===== config.mk =====
export PLATFORM = sky130hd
export DESIGN_NAME = thresh_bisect
export DESIGN_NICKNAME = d
export VERILOG_FILES = /design/src/rtl/bis_pkg.sv /design/src/rtl/bis_datapath.sv /design/src/rtl/bis_width_cmp.sv /design/src/rtl/bis_ctrl.sv /design/src/rtl/thresh_bisect.sv
export SDC_FILE = /design/constraint.sdc
export NUM_CORES = 1
export LEC_CHECK = 0
export ABC_AREA = 1
export BUFFER_PORTS_ARGS = -buffer_cell sky130_fd_sc_hd__buf_2
export CAP_MARGIN = 10
export CORE_UTILIZATION = 45
export CTS_BUF_LIST = sky130_fd_sc_hd__clkbuf_16
export CTS_CLUSTER_SIZE = 20
export DETAILED_ROUTE_END_ITERATION = 6
export PLACE_DENSITY_LB_ADDON = 0.2
export SETUP_SLACK_MARGIN = 0.5
export SYNTH_ARGS = -nofsm -noshare
export SYNTH_HDL_FRONTEND = slang
export SYNTH_SLANG_ARGS = --single-unit

===== constraint.sdc =====
create_clock -name clk -period 8.37 [get_ports clk]
set_input_delay 0.4185 -clock clk [delete_from_list [all_inputs] [get_ports clk]]
set_output_delay 0.4185 -clock clk [all_outputs]
set_load 0.005 [all_outputs]

===== src/rtl/bis_pkg.sv =====
package bis_pkg;
  typedef enum logic [2:0] {
    S_IDLE, S_BRK_LO, S_BRK_HI, S_MID, S_WAIT, S_UPDATE, S_DONE
  } state_t;

  typedef enum logic [1:0] {PH_LO, PH_HI, PH_BIS} phase_t;

  typedef enum logic [3:0] {
    OP_HOLD, OP_INIT, OP_DBL_LO, OP_DBL_HI,
    OP_PRB_LO, OP_PRB_HI, OP_PRB_MID, OP_LO_TENT, OP_HI_TENT
  } dp_op_t;
endpackage


===== src/rtl/bis_datapath.sv =====
module bis_datapath
  import bis_pkg::*;
#(
  parameter int W    = 16,
  parameter int FRAC = 4
) (
  input  logic         clk,
  input  logic         rst_n,
  input  dp_op_t       op,
  output logic [W-1:0] lo_q,
  output logic [W-1:0] hi_q,
  output logic [W-1:0] tent_q
);
  localparam int         ONE_I   = 1 << FRAC;
  localparam logic [W-1:0] POS_ONE = ONE_I[W-1:0];
  localparam logic [W-1:0] NEG_ONE = -POS_ONE;

  logic [W-1:0] add_a, add_b, dbl, mid;
  logic [W:0]   sum;
  logic [W-1:0] lo_d, hi_d, tent_d;

  // operand selection for the single adder
  assign add_a = (op == OP_DBL_HI) ? hi_q : lo_q;
  assign add_b = (op == OP_DBL_LO) ? lo_q : hi_q;
  assign sum   = {add_a[W-1], add_a} + {add_b[W-1], add_b};
  assign dbl   = sum[W-1:0];
  assign mid   = sum[W:1];   // LSB dropped: floor of the mean

  // write-back selection: constant, adder result or tentative value
  always_comb begin
    lo_d   = lo_q;
    hi_d   = hi_q;
    tent_d = tent_q;
    unique case (op)
      OP_INIT:    begin lo_d = NEG_ONE; hi_d = POS_ONE; end
      OP_DBL_LO:  lo_d = dbl;
      OP_DBL_HI:  hi_d = dbl;
      OP_LO_TENT: lo_d = tent_q;
      OP_HI_TENT: hi_d = tent_q;
      OP_PRB_LO:  tent_d = lo_q;
      OP_PRB_HI:  tent_d = hi_q;
      OP_PRB_MID: tent_d = mid;
      default:    ;
    endcase
  end

  always_ff @(posedge clk or negedge rst_n) begin
    if (!rst_n) begin
      lo_q   <= '0;
      hi_q   <= '0;
      tent_q <= '0;
    end else begin
      lo_q   <= lo_d;
      hi_q   <= hi_d;
      tent_q <= tent_d;
    end
  end
endmodule


===== src/rtl/bis_width_cmp.sv =====
module bis_width_cmp #(
  parameter int W = 16
) (
  input  logic [W-1:0] lo,
  input  logic [W-1:0] hi,
  input  logic [W-1:0] tol,
  output logic         narrow
);
  localparam logic [W:0] MIN_TOL = (W+1)'(2);

  logic [W:0] width, eff_tol;

  assign width   = {hi[W-1], hi} - {lo[W-1], lo};
  assign eff_tol = ({1'b0, tol} < MIN_TOL) ? MIN_TOL : {1'b0, tol};
  assign narrow  = width < eff_tol;
endmodule


===== src/rtl/bis_ctrl.sv =====
module bis_ctrl
  import bis_pkg::*;
#(
  parameter int MAX_EXP = 8
) (
  input  logic   clk,
  input  logic   rst_n,
  input  logic   start,
  input  logic   solve_done,
  input  logic   res_neg,
  input  logic   res_zero,
  input  logic   narrow,
  output dp_op_t op,
  output logic   solve_go,
  output logic   done,
  output logic   err
);
  localparam int EXW = $clog2(MAX_EXP + 1);
  localparam logic [EXW-1:0] EX_LIM = EXW'(MAX_EXP);

  state_t         st_q, st_d;
  phase_t         ph_q, ph_d;
  logic [EXW-1:0] ex_q, ex_d;
  logic           go_d, err_d, neg_q, neg_d, zero_q, zero_d;

  always_comb begin
    st_d   = st_q;
    ph_d   = ph_q;
    ex_d   = ex_q;
    op     = OP_HOLD;
    go_d   = 1'b0;
    err_d  = err;
    neg_d  = neg_q;
    zero_d = zero_q;
    unique case (st_q)
      S_IDLE, S_DONE:
        if (start) begin
          op    = OP_INIT;
          ex_d  = '0;
          err_d = 1'b0;
          st_d  = S_BRK_LO;
        end
      S_BRK_LO: begin
        op = OP_PRB_LO; ph_d = PH_LO; go_d = 1'b1; st_d = S_WAIT;
      end
      S_BRK_HI: begin
        op = OP_PRB_HI; ph_d = PH_HI; go_d = 1'b1; st_d = S_WAIT;
      end
      S_MID:
        if (narrow) st_d = S_DONE;
        else begin
          op = OP_PRB_MID; ph_d = PH_BIS; go_d = 1'b1; st_d = S_WAIT;
        end
      S_WAIT:
        if (solve_done) begin
          neg_d  = res_neg;
          zero_d = res_zero;
          st_d   = S_UPDATE;
        end
      S_UPDATE:
        if (zero_q) st_d = S_DONE;
        else begin
          unique case (ph_q)
            PH_LO:
              if (neg_q) st_d = S_BRK_HI;
              else if (ex_q == EX_LIM) begin err_d = 1'b1; st_d = S_DONE; end
              else begin op = OP_DBL_LO; ex_d = ex_q + 1'b1; st_d = S_BRK_LO; end
            PH_HI:
              if (!neg_q) st_d = S_MID;
              else if (ex_q == EX_LIM) begin err_d = 1'b1; st_d = S_DONE; end
              else begin op = OP_DBL_HI; ex_d = ex_q + 1'b1; st_d = S_BRK_HI; end
            default: begin
              op   = neg_q ? OP_LO_TENT : OP_HI_TENT;
              st_d = S_MID;
            end
          endcase
        end
      default: st_d = S_IDLE;
    endcase
  end

  always_ff @(posedge clk or negedge rst_n) begin
    if (!rst_n) begin
      st_q     <= S_IDLE;
      ph_q     <= PH_LO;
      ex_q     <= '0;
      solve_go <= 1'b0;
      err      <= 1'b0;
      neg_q    <= 1'b0;
      zero_q   <= 1'b0;
    end else begin
      st_q     <= st_d;
      ph_q     <= ph_d;
      ex_q     <= ex_d;
      solve_go <= go_d;
      err      <= err_d;
      neg_q    <= neg_d;
      zero_q   <= zero_d;
    end
  end

  assign done = (st_q == S_DONE);
endmodule


===== src/rtl/thresh_bisect.sv =====
module thresh_bisect
  import bis_pkg::*;
#(
  parameter int W       = 16,
  parameter int FRAC    = 4,
  parameter int MAX_EXP = 8
) (
  input  logic         clk,
  input  logic         rst_n,
  input  logic         start,
  input  logic [W-1:0] tol,
  output logic         solve_go,
  input  logic         solve_done,
  input  logic         res_neg,
  input  logic         res_zero,
  output logic [W-1:0] thr_out,
  output logic         done,
  output logic         err
);
  dp_op_t       op;
  logic [W-1:0] lo, hi;
  logic         narrow;

  bis_datapath #(.W(W), .FRAC(FRAC)) u_dp (
    .clk(clk), .rst_n(rst_n), .op(op),
    .lo_q(lo), .hi_q(hi), .tent_q(thr_out)
  );

  bis_width_cmp #(.W(W)) u_cmp (
    .lo(lo), .hi(hi), .tol(tol), .narrow(narrow)
  );

  bis_ctrl #(.MAX_EXP(MAX_EXP)) u_ctrl (
    .clk(clk), .rst_n(rst_n), .start(start),
    .solve_done(solve_done), .res_neg(res_neg), .res_zero(res_zero),
    .narrow(narrow), .op(op), .solve_go(solve_go), .done(done), .err(err)
  );
endmodule


# --- After elaboration in Yosys (flattened, before gate mapping) ---
# Cells that the tools add are included.
word_totals:
  reg_bits: 61
  output_inout_bits: 19
  wordCells: 95
op_classes:
  muxes: 44
  n_lt_le_gt_ge: 2
  addsub: 3
  reduce_logical: 13
  eq_ne: 23
op_table:
  columns: ["cell", "count"]
  rows:
  - ["case mux 16 bit (3 select lines)", 3]
  - ["2-to-1 mux 16 bit", 3]
  - ["2-to-1 mux 4 bit", 9]
  - ["2-to-1 mux 3 bit", 8]
  - ["case mux 4 bit (2 select lines)", 3]
  - ["case mux 4 bit (5 select lines)", 1]
  - ["adder 16 x 16 -> 17 bit", 1]
  - ["less-than comparator 17 bit", 1]
  - ["subtractor 16 x 16 -> 17 bit", 1]
  - ["equality test 4 x 3 -> 1 bit (second input constant)", 4]
  - ["less-than comparator 16 x 2 -> 1 bit (second input constant)", 1]
  - ["case mux 3 bit (5 select lines)", 1]
  - ["nonzero test 3 bit", 4]
  - ["equality test 3 bit (second input constant)", 3]
  - ["equality test 4 x 2 -> 1 bit (second input constant)", 2]
  - ["equality test 4 bit (second input constant)", 2]
  - ["2-to-1 mux 2 bit", 4]
  - ["inequality test 2 bit (second input constant)", 4]
  - ["2-to-1 mux 1 bit", 7]
  - ["equality test 3 x 2 -> 1 bit (second input constant)", 2]
  - ["inequality test 3 x 2 -> 1 bit (second input constant)", 2]
  - ["case mux 1 bit (2 select lines)", 3]
  - ["case mux 2 bit (3 select lines)", 1]
  - ["case mux 3 bit (2 select lines)", 1]
  - ["other kinds (11)", 14]

# --- Logic depth before layout (Yosys ltp) ---
depth:
  depth_word: 10
  depth_mapped: 44
  mapped_depth_nobuf: 42

# --- Hierarchy ---
# From an unflattened synthesis, not the netlist that was laid out.
unflattened:
  cells_unflattened: 945
  area_unflattened_um2: 5978.2
modules_own_cells:
  columns: ["module", "n_inst", "cells_per_inst", "area_each_um2"]
  rows:
  - ["bis_datapath", 1, 598, 3823.7]
  - ["bis_width_cmp", 1, 214, 1276.2]
  - ["bis_ctrl", 1, 133, 878.3]

# --- Worst setup path before layout ---
# Ideal clock, no wire load.
synth_path:
  path_type: "register to register"
  startpoint: "register u_dp.lo_q[2]"
  endpoint: "register u_dp.tent_q[13]"
  t_arrival_ns: 5.223
  path_buffers: 2
  slack_ns: 3.085
  path_stages_with_launch: 36
  path_cell_list: "dfrtp_1 > inv_1 > ha_1 > a21o_1 > a31oi_1 > o21ai_0 > a21boi_0 > o21ai_0 > a21oi_1 > nor2_1 > o21ai_0 > nand2_1 > nand2_1 > nand2_1 > ha_1 > nand2_1 > nand2_1 > nand2_2 > nand2_2 > nand2_4 > nor2_4 > buf_6 > buf_8 > o21ai_2 > ha_1 > fa_1 > a21oi_1 > o21bai_1 > nand3_1 > nand4_1 > a31oi_1 > xor2_1 > nand2_1 > o2111ai_1 > nand2_1 > inv_1"
synth_between:
  elab_chain_len: 8
  elab_cells_between_ends: 14
  classes_between: "2 x add/sub; 1 x order compare; 5 x eq/ne; 5 x mux; 1 x reduce/logical"
synth_lines:
  columns: ["item", "line", "rtl"]
  rows:
  - ["start, declared", "bis_datapath.sv:10", "output logic [W-1:0] lo_q,"]
  - ["start signal, assigned", "bis_datapath.sv:53", "lo_q <= lo_d;"]
  - ["subtractor 16 x 16 -> 17 bit", "bis_width_cmp.sv:13", "assign width = {hi[W-1], hi} - {lo[W-1], lo};"]
  - ["less-than comparator 17 bit", "bis_width_cmp.sv:15", "assign narrow = width < eff_tol;"]
  - ["2-to-1 mux 3 bit", "bis_ctrl.sv:50", "if (narrow) st_d = S_DONE;"]
  - ["case mux 4 bit (5 select lines)", "bis_ctrl.sv:35", "unique case (st_q)"]
  - ["equality test 4 x 2 -> 1 bit, on equally long branches", "bis_datapath.sv:23, bis_datapath.sv:24", null]
  - ["2-to-1 mux 16 bit, on equally long branches", "bis_datapath.sv:23, bis_datapath.sv:24", null]
  - ["adder 16 x 16 -> 17 bit", "bis_datapath.sv:25", "assign sum = {add_a[W-1], add_a} + {add_b[W-1], add_b};"]
  - ["case mux 16 bit (3 select lines)", "bis_datapath.sv:34", "unique case (op)"]
  - ["end signal, assigned", "bis_datapath.sv:55", "tent_q <= tent_d;"]
  - ["end, declared", "bis_datapath.sv:12", "output logic [W-1:0] tent_q"]
# Several ways; a longest one is shown, not always the timed one.
# A chain may end at the register's enable or synchronous reset.

# --- Final worst setup path ---
layout_path:
  startpoint: "register u_dp.lo_q[2]"
  endpoint: "register u_dp.tent_q[9]"
# Same word-level chain as after synthesis.

==> results.tsv <==
stage	metric	value	unit
floorplanning	die_x	114	um
worst_setup_path	path_max_fanout	55	
detailed_routing	drt_iter0_drc	444	
detailed_routing	routed_wl	15400	um
timing	period_share	81.9	%
timing	setup_tns	0	ps
power_and_ir_drop	combPwrFrac	63.7	%
worst_setup_path	critPathMaxStageDelay	750	ps
yosys	synth_fp_nets	884	
clock_network	numCtsBuffers	9	
timing	worst_slew_pin_slew	916	ps
timing	clock.fmax	146	MHz
floorplanning	dieArea	0.0131	mm^2
detailed_routing	viasPerCell	5.40	
grt	grt_overflow	0	
floorplanning	io-pin-count	41	
power_and_ir_drop	p_leak	0.00333	uW
yosys	synthArstFlopShare	100	%
floorplanning	initial_core_util	46.7	%
detailed_routing	final_antenna_net_count	0	
detailed_routing	num_vias	5493	
timing	relSlewSlack	38.9	%
worst_setup_path	end_kind	flip-flop	
grt	grt_usage	25.3	%
worst_setup_path	critPathLaunchType	flip-flop	
worst_setup_path	cp.required	8640	ps
grt	grt_first_pass_wirelength	25500	um
yosys	synth.most_common_cell	nand2_1	
timing	drv_slew	0	
clock_network	clkLatencyLatePin	330	ps
clock_network	cts-htree-levels	3	
floorplanning	fp.dieH	114	um
clock_network	cts.sinks	61	
yosys	yosys-top-cells-area	dfrtp_1 27%, nand2_1 13%, ha_1 11%	
power_and_ir_drop	p_per_area	378	mW/mm^2
job	maxCapViolCount	0	
yosys	syn_area_per_cell	7.01	um^2
floorplanning	core	0.0122	mm^2
timing	layout_min_cycle_time	6860	ps
power_and_ir_drop	clockPowerShare	16.5	%
worst_setup_path	crit_buf_inv	4	
placement	port_buffers	40	
yosys	synth_ff_type	dfrtp_1	
power_and_ir_drop	p_int	1140	uW
worst_setup_path	cp.arrival	7130	ps
placement	hpwl	11200	um
yosys	synthTopCellsByCount	200 x nand2_1, 131 x inv_1, 61 x dfrtp_1, 57 x nand3_1	
detailed_routing	drc	0	
timing	final.setup_skew	6.56	ps
yosys	netlist_area	0.00569	mm^2
yosys	ys_ff_latch	61	
clock_network	cts.clk_slew.worst_paths	60	ps
clock_network	post_cts_buffers	0	
power_and_ir_drop	p_sw_share	51.7	%
grt	antenna_found_initial	0	
worst_setup_path	reg2regPathDepth	34	
timing	setup_violations	0	
worst_setup_path	r2r_slack	1510	ps
worst_setup_path	worstSetupPathType	reg2reg	
yosys	netlist_instances	811	
worst_setup_path	r2r-start	u_dp.lo_q[2]	
yosys	synth.distinct_cells	50	
grt	grt_max_degree	62	
finish	area_growth	10.3	%
worst_setup_path	path_delay_family	compound AO/OA/AOI/OAI gates	
worst_setup_path	cp_common_cell	nand2_1	
finish	nets	917	
power_and_ir_drop	p_sw	1230	uW
yosys	yosysTopAreaCellShare	26.8	%
placement	globalplace.congestion	0.921	
detailed_routing	drt_first_pass_iters	6	
worst_setup_path	cp_num_cells	34	
timing	rsz0062_at_grt	no	
power_and_ir_drop	pwr-share-seq	19.8	%
worst_setup_path	worst_r2r_endpoint	u_dp.tent_q[9]	
timing	final_hold_viol_count	0	
grt	grt_pass1_vias	5191	
worst_hold_path	hold_class	in2async	
clock_network	root_buffer	clkbuf_16	
yosys	yosysTopAreaCell	dfrtp_1	
placement	pre_cts_ws	1610	ps
outcome	status	complete, no violations	
timing	setup_slack	1510	ps
finish	drive_above_1_share	13.4	%
clock_network	cts_tree	built	
yosys	synth-seq-area-share	26.8	%
clock_network	hold_buffers	0	
finish	antennaDiodeCount	0	
clock_network	cts_buffer_depth	2	
clock_network	post_cts_resized	0	
placement	dpl_cell_area	0.00596	mm^2
yosys	yosys_warnings	0	
finish	stdcell_area	0.00627	mm^2
floorplanning	rows	40	
yosys	synth_edf_count	0	
worst_setup_path	slowest_stage	nand4_4	
power_and_ir_drop	peakVddDrop	0.000203	V
detailed_routing	wl_per_cell	15.1	um
flip-flops by register name, indices dropped and copies added (netlist names):
| name | flops |
|---|---|
| u_dp.lo_q | 16 |
| u_dp.tent_q | 16 |
| u_ctrl.ex_q | 4 |
| u_ctrl.st_q | 3 |
| u_ctrl.solve_go | 1 |
| u_ctrl.err | 1 |
| u_dp.hi_q | 16 |
| u_ctrl.neg_q | 1 |
| u_ctrl.zero_q | 1 |
| u_ctrl.ph_q | 2 |
worst register-to-register path: cells and delay by family (launching register included):
kind | cells | cell delay (ps)
AOI/OAI and AO/OA | 12 | 2640
xor gates and xnor gates | 1 | 170
adders and majority gates | 4 | 1100
buffers and inverters | 4 | 240
DFF | 1 | 430
and+or+nand+nor | 13 | 2200
how the worst max path moves through the flow:
| stage | startpoint | to | slack, ps |
|---|---|---|---|
| floorplan | u_dp.lo_q[2] | u_dp.tent_q[13] | 3080 |
| global placement | u_dp.lo_q[2] | u_dp.tent_q[9] | 1820 |
| detailed placement | u_dp.lo_q[2] | u_dp.tent_q[9] | 1610 |
| CTS | u_dp.lo_q[2] | u_dp.tent_q[9] | 1540 |
| global route | u_dp.lo_q[2] | u_dp.tent_q[13] | 810 |
| finish | u_dp.lo_q[2] | u_dp.tent_q[9] | 1510 |
power by group through the flow:
stage	logic, uW	registers, uW	clock network [uW]
2_1_floorplan	1170	446	0
3_3_place_gp	1480	468	0
3_5_place_dp	1490	472	0
4_1_cts	1500	467	398
5_1_grt	1720	481	410
6_report	1510	469	391
stage by stage:
step / utilization [%] / total power (uW) / hold slack [ps] / instances
floorplan: - / 1620 / 123 / 811
global placement: 49.0 / 1950 / 464 / 1001
detailed placement: 49.0 / 1960 / 468 / 1001
CTS: 51.6 / 2370 / 288 / 1017
global route: 51.6 / 2610 / 321 / 1017
finish: 51.6 / 2370 / 245 / 1017
final cells by class:
type	count	area (um^2)
Timing Repair Buffer	43	223
Fill cell	1222	5890
Clock inverter	7	81.3
Multi-Input combinational cell	595	3500
Inverter	134	503
Sequential cell	61	1530
Clock buffer	9	225
Tap cell	168	210
cells by family (layout without fill, tap and decap cells):
logic type	after synthesis	in the layout	synth area share (%)
AOI/OAI and AO/OA	171	171	18.9
muxes	1	1	0.198
adders and majority gates	51	51	11.5
and+or+nand+nor	345	345	26.8
DFF	61	61	26.8
xor gates and xnor gates	27	27	4.16
buffers and inverters	155	193	11.6
placed cells by master, fill, tap and decap left out, drive strengths merged, types with 6 or more instances in the layout:
cell	n
a21o	6
a21oi	52
a22oi	9
a31oi	8
buf	43
clkbuf	9
dfrtp	61
ha	49
inv	135
nand2	219
nand3	59
nor2	48
nor3	12
o211ai	13
o21ai	67
xor2	22
metal layers:
| metal | vias to the layer above | share of wire, % | track usage [%] |
|---|---|---|---|
| met3 | 44 | 7.6 | 3.60 |
| li1 | 2717 | - | - |
| met1 | 2514 | 45 | 34.9 |
| met4 | 0 | 2.8 | 10.6 |
| met2 | 218 | 44 | 39.6 |
| met5 | - | 0 | 0 |
No activity file was read; power rests on OpenSTA's default activity.
